==> src/rtl/sp_pkg.sv <==
package sp_pkg;

  typedef enum logic [2:0] {
    RX_IDLE,
    RX_START,
    RX_DATA,
    RX_STOP,
    RX_BREAK
  } rx_state_e;

  // nearest divisor for 16x oversampling
  function automatic int div_for(input int clk_hz, input int baud);
    return (clk_hz + 8 * baud) / (16 * baud);
  endfunction

endpackage

==> src/rtl/sp_fifo.sv <==
module sp_fifo #(
  parameter int WIDTH = 8,
  parameter int DEPTH = 4,
  localparam int AW = $clog2(DEPTH),
  localparam int CW = $clog2(DEPTH + 1)
) (
  input  logic             clk_i,
  input  logic             rst_ni,
  input  logic             push_i,
  input  logic [WIDTH-1:0] wdata_i,
  input  logic             pop_i,
  output logic [WIDTH-1:0] rdata_o,
  output logic [CW-1:0]    count_o
);

  localparam logic [CW-1:0] FULL_C = CW'(DEPTH);

  logic [WIDTH-1:0] mem_q [DEPTH];
  logic [AW-1:0]    wptr_q, rptr_q;
  logic [CW-1:0]    cnt_q;
  logic             do_push, do_pop;

  assign do_push = push_i && (cnt_q != FULL_C);
  assign do_pop  = pop_i && (cnt_q != '0);

  always_ff @(posedge clk_i or negedge rst_ni) begin
    if (!rst_ni) begin
      wptr_q <= '0;
      rptr_q <= '0;
      cnt_q  <= '0;
    end else begin
      if (do_push) wptr_q <= wptr_q + 1'b1;
      if (do_pop)  rptr_q <= rptr_q + 1'b1;
      if (do_push && !do_pop)      cnt_q <= cnt_q + 1'b1;
      else if (do_pop && !do_push) cnt_q <= cnt_q - 1'b1;
    end
  end

  always_ff @(posedge clk_i) begin
    if (do_push) mem_q[wptr_q] <= wdata_i;
  end

  assign rdata_o = mem_q[rptr_q];
  assign count_o = cnt_q;


  full_hold_chk: assert property (@(posedge clk_i) disable iff (!rst_ni)
    (cnt_q == FULL_C && !pop_i) |=> cnt_q == FULL_C);

  no_overflow_chk: assert property (@(posedge clk_i) disable iff (!rst_ni)
    cnt_q <= FULL_C);

endmodule

==> src/rtl/sp_tx.sv <==
module sp_tx #(
  parameter int DIV_W = 16,
  localparam int CW = DIV_W + 4
) (
  input  logic             clk_i,
  input  logic             rst_ni,
  input  logic [DIV_W-1:0] div_i,
  input  logic             afc_en_i,
  input  logic             cts_ok_i,
  input  logic [7:0]       data_i,
  input  logic             avail_i,
  output logic             pop_o,
  output logic             txd_o
);

  logic          busy_q;
  logic [9:0]    sh_q;
  logic [3:0]    idx_q;
  logic [CW-1:0] cnt_q, len_q;
  logic          start;

  assign start = !busy_q && avail_i && (!afc_en_i || cts_ok_i);
  assign pop_o = start;

  always_ff @(posedge clk_i or negedge rst_ni) begin
    if (!rst_ni) begin
      busy_q <= 1'b0;
      sh_q   <= '1;
      idx_q  <= '0;
      cnt_q  <= '0;
      len_q  <= '0;
    end else if (start) begin
      busy_q <= 1'b1;
      sh_q   <= {1'b1, data_i, 1'b0};
      idx_q  <= '0;
      cnt_q  <= '0;
      len_q  <= {div_i, 4'b0000};   // bit period latched per frame
    end else if (busy_q) begin
      if (cnt_q == len_q - 1'b1) begin
        cnt_q <= '0;
        sh_q  <= {1'b1, sh_q[9:1]};
        if (idx_q == 4'd9) busy_q <= 1'b0;
        else               idx_q  <= idx_q + 1'b1;
      end else begin
        cnt_q <= cnt_q + 1'b1;
      end
    end
  end

  assign txd_o = sh_q[0];


  cts_gate_chk: assert property (@(posedge clk_i) disable iff (!rst_ni)
    $rose(busy_q) |-> $past(!afc_en_i || cts_ok_i));

  len_hold_chk: assert property (@(posedge clk_i) disable iff (!rst_ni)
    (busy_q && $past(busy_q)) |-> $stable(len_q));

  idx_range_chk: assert property (@(posedge clk_i) disable iff (!rst_ni)
    busy_q |-> idx_q <= 4'd9);

endmodule

==> src/rtl/sp_rx.sv <==
module sp_rx
  import sp_pkg::*;
#(
  parameter int DIV_W = 16
) (
  input  logic             clk_i,
  input  logic             rst_ni,
  input  logic [DIV_W-1:0] div_i,
  input  logic             rxd_i,
  input  logic             full_i,
  output logic [7:0]       data_o,
  output logic             push_o,
  output logic             frame_err_o,
  output logic             overrun_o
);

  rx_state_e        st_q;
  logic [DIV_W-1:0] div_q, pre_q;
  logic [3:0]       os_q;
  logic [2:0]       bit_q;
  logic [7:0]       sh_q;
  logic             tick, stop_smp;

  assign tick     = (pre_q == div_q - 1'b1);
  assign stop_smp = (st_q == RX_STOP) && tick && (os_q == 4'd15);

  always_ff @(posedge clk_i or negedge rst_ni) begin
    if (!rst_ni) begin
      st_q  <= RX_IDLE;
      div_q <= DIV_W'(1);
      pre_q <= '0;
      os_q  <= '0;
      bit_q <= '0;
      sh_q  <= '0;
    end else begin
      if (st_q != RX_IDLE && st_q != RX_BREAK) begin
        if (tick) begin
          pre_q <= '0;
          os_q  <= os_q + 1'b1;
        end else begin
          pre_q <= pre_q + 1'b1;
        end
      end
      case (st_q)
        RX_IDLE: if (!rxd_i) begin
          st_q  <= RX_START;
          div_q <= div_i;
          pre_q <= '0;
          os_q  <= '0;
          bit_q <= '0;
        end
        RX_START: if (tick && os_q == 4'd7) begin
          if (!rxd_i) begin
            st_q <= RX_DATA;
            os_q <= '0;
          end else begin
            st_q <= RX_IDLE;   // glitch, not a start bit
          end
        end
        RX_DATA: if (tick && os_q == 4'd15) begin
          sh_q  <= {rxd_i, sh_q[7:1]};
          bit_q <= bit_q + 1'b1;
          if (bit_q == 3'd7) st_q <= RX_STOP;
        end
        RX_STOP: if (stop_smp) st_q <= rxd_i ? RX_IDLE : RX_BREAK;
        RX_BREAK: if (rxd_i) st_q <= RX_IDLE;
        default: st_q <= RX_IDLE;
      endcase
    end
  end

  assign data_o      = sh_q;
  assign push_o      = stop_smp && rxd_i && !full_i;
  assign overrun_o   = stop_smp && rxd_i && full_i;
  assign frame_err_o = stop_smp && !rxd_i;


  ferr_nopush_chk: assert property (@(posedge clk_i) disable iff (!rst_ni)
    frame_err_o |-> !push_o);

  ovr_nopush_chk: assert property (@(posedge clk_i) disable iff (!rst_ni)
    overrun_o |-> (!push_o && full_i));

  rx_div_hold_chk: assert property (@(posedge clk_i) disable iff (!rst_ni)
    (st_q != RX_IDLE && $past(st_q) != RX_IDLE) |-> $stable(div_q));

endmodule

==> src/rtl/serial_port_fc.sv <==
module serial_port_fc
  import sp_pkg::*;
#(
  parameter int CLK_HZ     = 200_000_000,
  parameter int RESET_BAUD = 115200,
  parameter int DIV_W      = 16,
  parameter int TX_DEPTH   = 4,
  parameter int RX_DEPTH   = 8,
  parameter int RX_HIGH    = 6
) (
  input  logic             clk_i,
  input  logic             rst_ni,
  input  logic             div_wr_i,
  input  logic [DIV_W-1:0] div_i,
  input  logic             afc_en_i,
  input  logic [7:0]       tx_data_i,
  input  logic             tx_valid_i,
  output logic             tx_ready_o,
  output logic [7:0]       rx_data_o,
  output logic             rx_valid_o,
  input  logic             rx_ready_i,
  output logic             txd_o,
  input  logic             rxd_i,
  output logic             rts_no,
  input  logic             cts_ni,
  output logic             frame_err_o,
  output logic             overrun_o
);

  localparam int TX_CW = $clog2(TX_DEPTH + 1);
  localparam int RX_CW = $clog2(RX_DEPTH + 1);
  localparam logic [DIV_W-1:0] DIV_RESET = DIV_W'(div_for(CLK_HZ, RESET_BAUD));
  localparam logic [TX_CW-1:0] TX_FULL_C = TX_CW'(TX_DEPTH);
  localparam logic [RX_CW-1:0] RX_FULL_C = RX_CW'(RX_DEPTH);
  localparam logic [RX_CW-1:0] RX_HIGH_C = RX_CW'(RX_HIGH);

  logic [DIV_W-1:0] div_q;
  logic [1:0]       cts_sync_q, rxd_sync_q;
  logic             rts_q;
  logic [TX_CW-1:0] tx_cnt;
  logic [RX_CW-1:0] rx_cnt;
  logic [7:0]       tx_head, rx_byte;
  logic             tx_pop, rx_push;

  always_ff @(posedge clk_i or negedge rst_ni) begin
    if (!rst_ni) begin
      div_q      <= DIV_RESET;
      cts_sync_q <= 2'b11;
      rxd_sync_q <= 2'b11;
      rts_q      <= 1'b0;
    end else begin
      if (div_wr_i && div_i != '0) div_q <= div_i;
      cts_sync_q <= {cts_sync_q[0], cts_ni};
      rxd_sync_q <= {rxd_sync_q[0], rxd_i};
      rts_q      <= afc_en_i && (rx_cnt >= RX_HIGH_C);
    end
  end

  assign tx_ready_o = (tx_cnt != TX_FULL_C);
  assign rx_valid_o = (rx_cnt != '0);
  assign rts_no     = rts_q;

  sp_fifo #(.WIDTH(8), .DEPTH(TX_DEPTH)) u_tx_fifo (
    .clk_i   (clk_i),
    .rst_ni  (rst_ni),
    .push_i  (tx_valid_i),
    .wdata_i (tx_data_i),
    .pop_i   (tx_pop),
    .rdata_o (tx_head),
    .count_o (tx_cnt)
  );

  sp_tx #(.DIV_W(DIV_W)) u_tx (
    .clk_i    (clk_i),
    .rst_ni   (rst_ni),
    .div_i    (div_q),
    .afc_en_i (afc_en_i),
    .cts_ok_i (!cts_sync_q[1]),
    .data_i   (tx_head),
    .avail_i  (tx_cnt != '0),
    .pop_o    (tx_pop),
    .txd_o    (txd_o)
  );

  sp_rx #(.DIV_W(DIV_W)) u_rx (
    .clk_i       (clk_i),
    .rst_ni      (rst_ni),
    .div_i       (div_q),
    .rxd_i       (rxd_sync_q[1]),
    .full_i      (rx_cnt == RX_FULL_C),
    .data_o      (rx_byte),
    .push_o      (rx_push),
    .frame_err_o (frame_err_o),
    .overrun_o   (overrun_o)
  );

  sp_fifo #(.WIDTH(8), .DEPTH(RX_DEPTH)) u_rx_fifo (
    .clk_i   (clk_i),
    .rst_ni  (rst_ni),
    .push_i  (rx_push),
    .wdata_i (rx_byte),
    .pop_i   (rx_ready_i),
    .rdata_o (rx_data_o),
    .count_o (rx_cnt)
  );


  rts_hw_chk: assert property (@(posedge clk_i) disable iff (!rst_ni)
    (afc_en_i && rx_cnt >= RX_HIGH_C) |=> rts_no);

  rts_off_chk: assert property (@(posedge clk_i) disable iff (!rst_ni)
    !afc_en_i |=> !rts_no);

  div_zero_chk: assert property (@(posedge clk_i) disable iff (!rst_ni)
    (div_wr_i && div_i == '0) |=> $stable(div_q));

endmodule

==> config.mk <==
export PLATFORM = sky130hd
export DESIGN_NAME = serial_port_fc
export DESIGN_NICKNAME = d
export VERILOG_FILES = /design/src/rtl/sp_pkg.sv /design/src/rtl/sp_fifo.sv /design/src/rtl/sp_tx.sv /design/src/rtl/sp_rx.sv /design/src/rtl/serial_port_fc.sv
export SDC_FILE = /design/constraint.sdc
export NUM_CORES = 1
export LEC_CHECK = 0
export BUFFER_PORTS_ARGS = -buffer_cell sky130_fd_sc_hd__buf_4
export CORE_ASPECT_RATIO = 1.5
export CORE_MARGIN = 4
export CORE_UTILIZATION = 55
export CTS_CLUSTER_SIZE = 8
export DETAILED_ROUTE_END_ITERATION = 8
export GPL_TIMING_DRIVEN = 0
export PLACE_DENSITY = 0.82
export SYNTH_ARGS = -nofsm -noshare
export SYNTH_HDL_FRONTEND = slang
export SYNTH_SLANG_ARGS = --single-unit
==> constraint.sdc <==
create_clock -name clk_i -period 4.23 [get_ports clk_i]
set_input_delay 0.846 -clock clk_i [delete_from_list [all_inputs] [get_ports clk_i]]
set_output_delay 0.846 -clock clk_i [all_outputs]
set_load 0.005 [all_outputs]
After elaboration in Yosys (flattened, before gate mapping)
Memories as Yosys holds them, arrays and structs flattened.
Index checks and enable logic that the tools add are counted.
W data, S select, Z words.
- flip-flop bits (word level): 139
- memory bits (writable): 96
- logic and storage cells: 151
- memories kept: 2
- memories (memory ; words ; bits a word ; read ports ; clocked after memory_dff ; wr ports ; RTL line ; source):
    u_rx_fifo.mem_q ; 8 ; 8 ; 1 ; 0 ; 1 ; sp_fifo.sv:18 ; logic [WIDTH-1:0] mem_q [DEPTH];
    u_tx_fifo.mem_q ; 4 ; 8 ; 1 ; 0 ; 1 ; sp_fifo.sv:18 ;
- add/subtract/negate cells: 15
- magnitude comparators: 1
- equality and inequality tests: 21
- mux-type cells: 43
- bitwise gates (word level): 1
- reduce and logical (&&, ||, !) cells: 47
- operators with widths (operator ; number):
    $mux W16 ; 4
    $mux W20 ; 3
    $mux W4 ; 10
    $mux W3 ; 11
    $mux W10 ; 3
    $logic_and A1 B1 Y1 ; 21
    $add A20 B1 Y20 const B ; 1
    $eq A20 B20 Y1 ; 1
    $sub A20 B1 Y20 const B ; 1
    $add A16 B1 Y16 const B ; 1
    $eq A16 B16 Y1 ; 1
    $reduce_bool A16 Y1 ; 1
    $sub A16 B1 Y16 const B ; 1
    $pmux W3 S5 ; 1
    $add A3 B1 Y3 const B ; 4
    $add A4 B1 Y4 const B ; 3
    $eq A4 B4 Y1 const B ; 3
    $reduce_bool A2 Y1 ; 5
    $logic_not A1 Y1 ; 9
    $mux W1 ; 8
    $ne A2 B1 Y1 const B ; 4
    $pmux W4 S2 ; 1
    $eq A3 B2 Y1 const B ; 2
    $eq A3 B3 Y1 const B ; 2
    19 further kinds ; 27

Logic depth before layout (Yosys ltp)
- word-level depth: 11
- depth in mapped cells: 20
- gate-level depth less buffers: 18

Cells and area by module
From an unflattened synthesis, not the netlist that was laid out.
- cell total of the unflattened synthesis: 959
- area total of the unflattened synthesis: 11452.2 um^2
- by module, submodules not included (module ; times used ; cells an instance ; area an instance (um^2) ; sequential area each (um^2)):
    sp_fifo (u_rx_fifo) ; 1 ; 154 ; 3109.2 ; 2172.1
    sp_tx ; 1 ; 362 ; 3106.7 ; 1262.5
    sp_rx ; 1 ; 316 ; 2800.2 ; 1252.5
    sp_fifo (u_tx_fifo) ; 1 ; 75 ; 1580.3 ; 1136.1
    serial_port_fc ; 1 ; 52 ; 855.8 ; 536.8

Worst setup path before layout
OpenSTA, ideal clock, no wires.
- path type: flip-flop to flip-flop
- from: reg u_rx.div_q[1]
- to: mem u_rx_fifo.mem_q[2][0] (enable)
- setup time: 0.398 ns
- arrival time: 3.910 ns
- required time: 3.832 ns
- setup slack: -0.078 ns
- stages on the path, launching flop included: 13
- path buffers: 2
- clock period less this slack: 4.308 ns
- cell sequence: dfrtp_1 -> inv_1 -> ha_1 -> nor4b_2 -> xor2_1 -> o22ai_1 -> a22oi_1 -> or4_4 -> or2_1 -> buf_6 -> or3_1 -> clkbuf_1 -> nor4b_1
- cells in the longest elaborated chain, start to end: 9
- ends and longest elaborated chain (element ; RTL line ; source):
    from (decl) ; sp_rx.sv:18 ; logic [DIV_W-1:0] div_q, pre_q;
    from (signal assigned) ; sp_rx.sv:47 ; div_q <= div_i;
    $sub A16 B1 Y16 ; sp_rx.sv:24 ; assign tick = (pre_q == div_q - 1'b1);
    $eq A16 B16 Y1 ; sp_rx.sv:24 ;
    $logic_and A1 B1 Y1 (2 in series) ; sp_rx.sv:25 ; assign stop_smp = (st_q == RX_STOP) && tick && (os_q == 4'd15);
    $logic_and A1 B1 Y1 (2 in series) ; sp_rx.sv:73 ; assign push_o = stop_smp && rxd_i && !full_i;
    $logic_and A1 B1 Y1 ; sp_fifo.sv:23 ; assign do_push = push_i && (cnt_q != FULL_C);
    $mux W1 ; sp_fifo.sv:40 ; if (do_push) mem_q[wptr_q] <= wdata_i;
    $mux W1 (not written as such) ; sp_fifo.sv:40 ;
    to (decl) ; sp_fifo.sv:18 ;
Every way passes these cells.

Worst setup path after layout
- from: reg u_rx.div_q[8]
- to: out frame_err_o
- cells in the longest elaborated chain, start to end: 5
- ends and longest elaborated chain (element ; RTL line ; source):
    $sub A16 B1 Y16 ; sp_rx.sv:24 ;
    $eq A16 B16 Y1 ; sp_rx.sv:24 ;
    $logic_and A1 B1 Y1 (2 in series) ; sp_rx.sv:25 ;
    $logic_and A1 B1 Y1 ; sp_rx.sv:75 ; assign frame_err_o = stop_smp && !rxd_i;
    to (decl) ; serial_port_fc.sv:26 ; output logic frame_err_o,
Every way passes these cells.

==> flow_summary.yaml <==
run_status:
  status: "complete, but fails checks"
  violations: "negative setup slack"
die:
  die_height_um: 182
  dieArea_um2: 22500
  coreArea_um2: 19800
  rows: 63
  io-pin-count: 46
  start_util: 0.558
  fp.dieW_um: 124
route:
  first_pass_iters: 8
  remaining_drc_errors: 0
  num_vias: 7487
  dr.first_iter.drc_count: 549
  vias_per_cell: 5.85
  totalWireLength_mm: 23.9
  wl_per_cell_um: 18.7
  antenna_left: 0
power_and_ir_drop:
  p_per_area_nw_per_um2: 529
  p_int_mw: 4.90
  p_seq_frac: 0.440
  p_comb_frac: 0.189
  vdd_ir_drop_max_v: 0.000502
  leakage_nw: 5.06
  p_sw_frac: 0.292
  p_sw_mw: 2.02
  p_clk_frac: 0.371
timing:
  slew-limit-headroom: 0.285
  fin_ws_ns: -0.112
  rsz0062_at_grt: "true"
  fin_crit_sh: 1.03
  fmax_mhz: 230
  hold_viol_final: 0
  final-max-slew-violation-count: 0
  setup_viol: 2
  period_minus_slack_ns: 4.34
  fin_skew_ns: 0.0142
  worst_pin_slew_ns: 1.07
cells_and_area:
  fill_cells: 1392
  nets: 1048
  fin_area_um2: 13100
  diodes: 0
  syn_to_final_growth_pct: 18.4
  layout.cells.non_filler: 1280
  final_layout_size_suffix_gt1_frac: 0.229
global_routing:
  met3_usage: 0.0374
  grt_pass1_wl_mm: 39.0
  grt.total_usage: 0.219
  top_usage_layer: "met2"
  grt_use_met2: 0.393
  grt_overflow: 0
  grt_pass1_vias: 7772
  grtUsageMet1: 0.255
  grt_max_degree: 98
  antenna_found_initial: 0
clocking:
  max-clock-path-buffers: 3
  h-tree-depth: 2
  cts_tree: "built"
  numCtsBuffers: 35
  clkSinkCount: 234
  clock-root-buffer: "clkbuf_16"
  clkTransAtPathRegs_ns: 0.05
  clk_latency_ns: 0.51
critical_path:
  crit_slowest_cell: "or4_4"
  cp.arrival_ns: 3.50
  cp_cell_sequence: "or4_4, or3_4, o22a_1, or4_4, or2_4, or3_4, nor2_2, buf_4"
  crit_fanout: 4
  crit_type: "flop to output pin"
  path_buf_inv: 1
  endpoint_kind: "output pin"
  worstPathRequired_ns: 3.38
  start_kind: "flop"
  cp_top_family: "simple AND/OR/NAND/NOR gates"
  slowest_delay_ns: 0.56
yosys:
  synth_seq_cells: 234
  async_reset_ff_frac: 0.590
  syn_area_per_cell_um2: 12.3
  ys_seq_area_frac: 0.576
  synth_warnings: 0
  yosys.cell_types.count: 74
  synth_fp_nets: 949
  syn_inst: 896
  synth_ff_type: "dfrtp_1"
  synth_edf_count: 96
  synthesis.area_um2: 11000
place:
  hpwl_mm: 15.4
  placed_area_um2: 11800
  dp_cells: 1202
  gp_congestion: 0.906
  port-buffer-count: 45
min_path:
  hold_path.class: "input port to asynchronous set/reset pin"
run:
  maxCapViolCount: 0
## cell type report
cell class	instances	area [um^2]	share of cell area
Tap cell	260	325	0.0249
Sequential cell	234	6360	0.487
Buffer	37	158	0.0121
Timing Repair Buffer	63	497	0.0380
Inverter	35	136	0.0104
Multi-Input combinational cell	589	4570	0.350
Clock buffer	59	987	0.0755
Clock inverter	3	33.8	0.00258
## power by group through the flow
stage               clock network (mW)  logic (mW)  registers [mW]
global route                      2.71        1.47            3.08
CTS                               2.60        1.30            3.03
detailed placement                   0        1.26            3.06
global placement                     0        1.21            3.04
finish                            2.57        1.31            3.04
floorplan                            0       0.992            2.96
## cells in the final DEF (no fill, tap or decap), types with 10 or more instances in the layout
cell type / instances
mux4_2: 24
nor3_1: 14
nor2_1: 62
and2_1: 10
dfstp_2: 19
buf_4: 61
ha_1: 16
edfxtp_1: 96
mux2_4: 10
and3_1: 10
inv_1: 30
o21ai_0: 30
nand3_1: 28
a21oi_1: 15
mux2_2: 38
dfrtp_1: 117
a31oi_1: 12
clkbuf_16: 36
xor2_1: 37
nand4_1: 16
clkbuf_1: 50
nand2_1: 95
xnor2_1: 39
## final timing paths
kind / from / end / slack (ns) / cells after the start
hold reg to reg: cts_sync_q[0] / cts_sync_q[1] / 0.36 / 0
max in group asynchronous: rst_ni / cts_sync_q[1] / 3.14 / 2
setup reg to reg: u_rx.div_q[8] / u_rx_fifo.count_o[3] / 0.05 / 16
min in group clk_i: cts_sync_q[0] / cts_sync_q[1] / 0.36 / 0
hold / removal: rst_ni / u_rx_fifo.count_o[0] / 0.26 / 1
setup / recovery: u_rx.div_q[8] / frame_err_o / -0.11 / 8
## cells by family after synthesis
kind of cell / after synthesis / synth area share
flip-flops: 234 / 0.576
AND/OR/NAND/NOR: 309 / 0.143
adder cells (fa/ha/maj): 21 / 0.0252
XOR/XNOR: 77 / 0.0611
AO/OA/AOI/OAI: 104 / 0.0623
multiplexers: 78 / 0.107
buffers and inverters: 73 / 0.0262
## timing repair
item	in CTS	in global routing
hold buffers	0	0
pin swaps	7	14
resized for setup	18	14
buffers inserted	9	8
endpoints found under the hold margin	0	0
setup endpoints to repair	55	62
## cell usage after synthesis (3+ instances only)
cell	n	area, um^2
nor3_1	16	80.1
a21o_1	5	37.5
a22oi_1	3	22.5
mux2_4	10	150
mux2i_1	6	60.1
clkbuf_1	28	105
xnor2_1	40	350
o22ai_1	3	18.8
buf_1	8	30.0
and2_1	10	62.6
nor2_1	64	240
or2_2	4	25.0
o21ai_0	30	150
nor4b_1	6	52.6
nand3_1	28	140
ha_1	19	238
and4b_1	3	30.0
a31oi_1	12	75.1
a21oi_1	16	80.1
nor4_1	11	68.8
dfstp_2	19	499
mux4_2	24	541
nor2b_1	6	37.5
nand2_1	95	357
o21a_1	3	22.5
mux2_2	38	428
or3_1	7	43.8
nand4_1	16	100
o31ai_1	4	30.0
dfrtp_1	119	2980
edfxtp_1	96	2880
nand3b_1	9	67.6
nor3b_1	3	22.5
inv_1	33	124
nand2b_1	5	31.3
xor2_1	37	324
and3_1	10	62.6
## registers in the layout, indices dropped and copies added (netlist names), 8 cells and up
name / cells
div_q: 16
u_tx_fifo.mem_q: 32
u_tx.sh_q: 9
u_rx_fifo.mem_q: 64
u_tx.len_q: 16
u_rx.pre_q: 16
u_tx.cnt_q: 20
u_rx.data_o: 8
u_rx.div_q: 16
## routing by layer
layer	up-vias	wire length, um
met5	-	0
met4	0	998
met3	72	999
met2	221	13100
met1	3745	8830
li1	3449	-
## through the flow
step	setup TNS [ns]	setup WS [ns]	hold slack (ns)	utilization	power [mW]
2_1_floorplan	0	0.00288	0.345	-	3.96
3_3_place_gp	-18.59	-0.676	0.347	0.593	4.26
3_5_place_dp	-7.77	-0.367	0.350	0.595	4.32
4_1_cts	-0.0895	-0.0543	0.271	0.655	6.92
5_1_grt	-0.411	-0.171	0.287	0.661	7.26
6_report	-0.220	-0.112	0.259	0.661	6.92
Note: power is estimated with default switching activity, not from simulation.
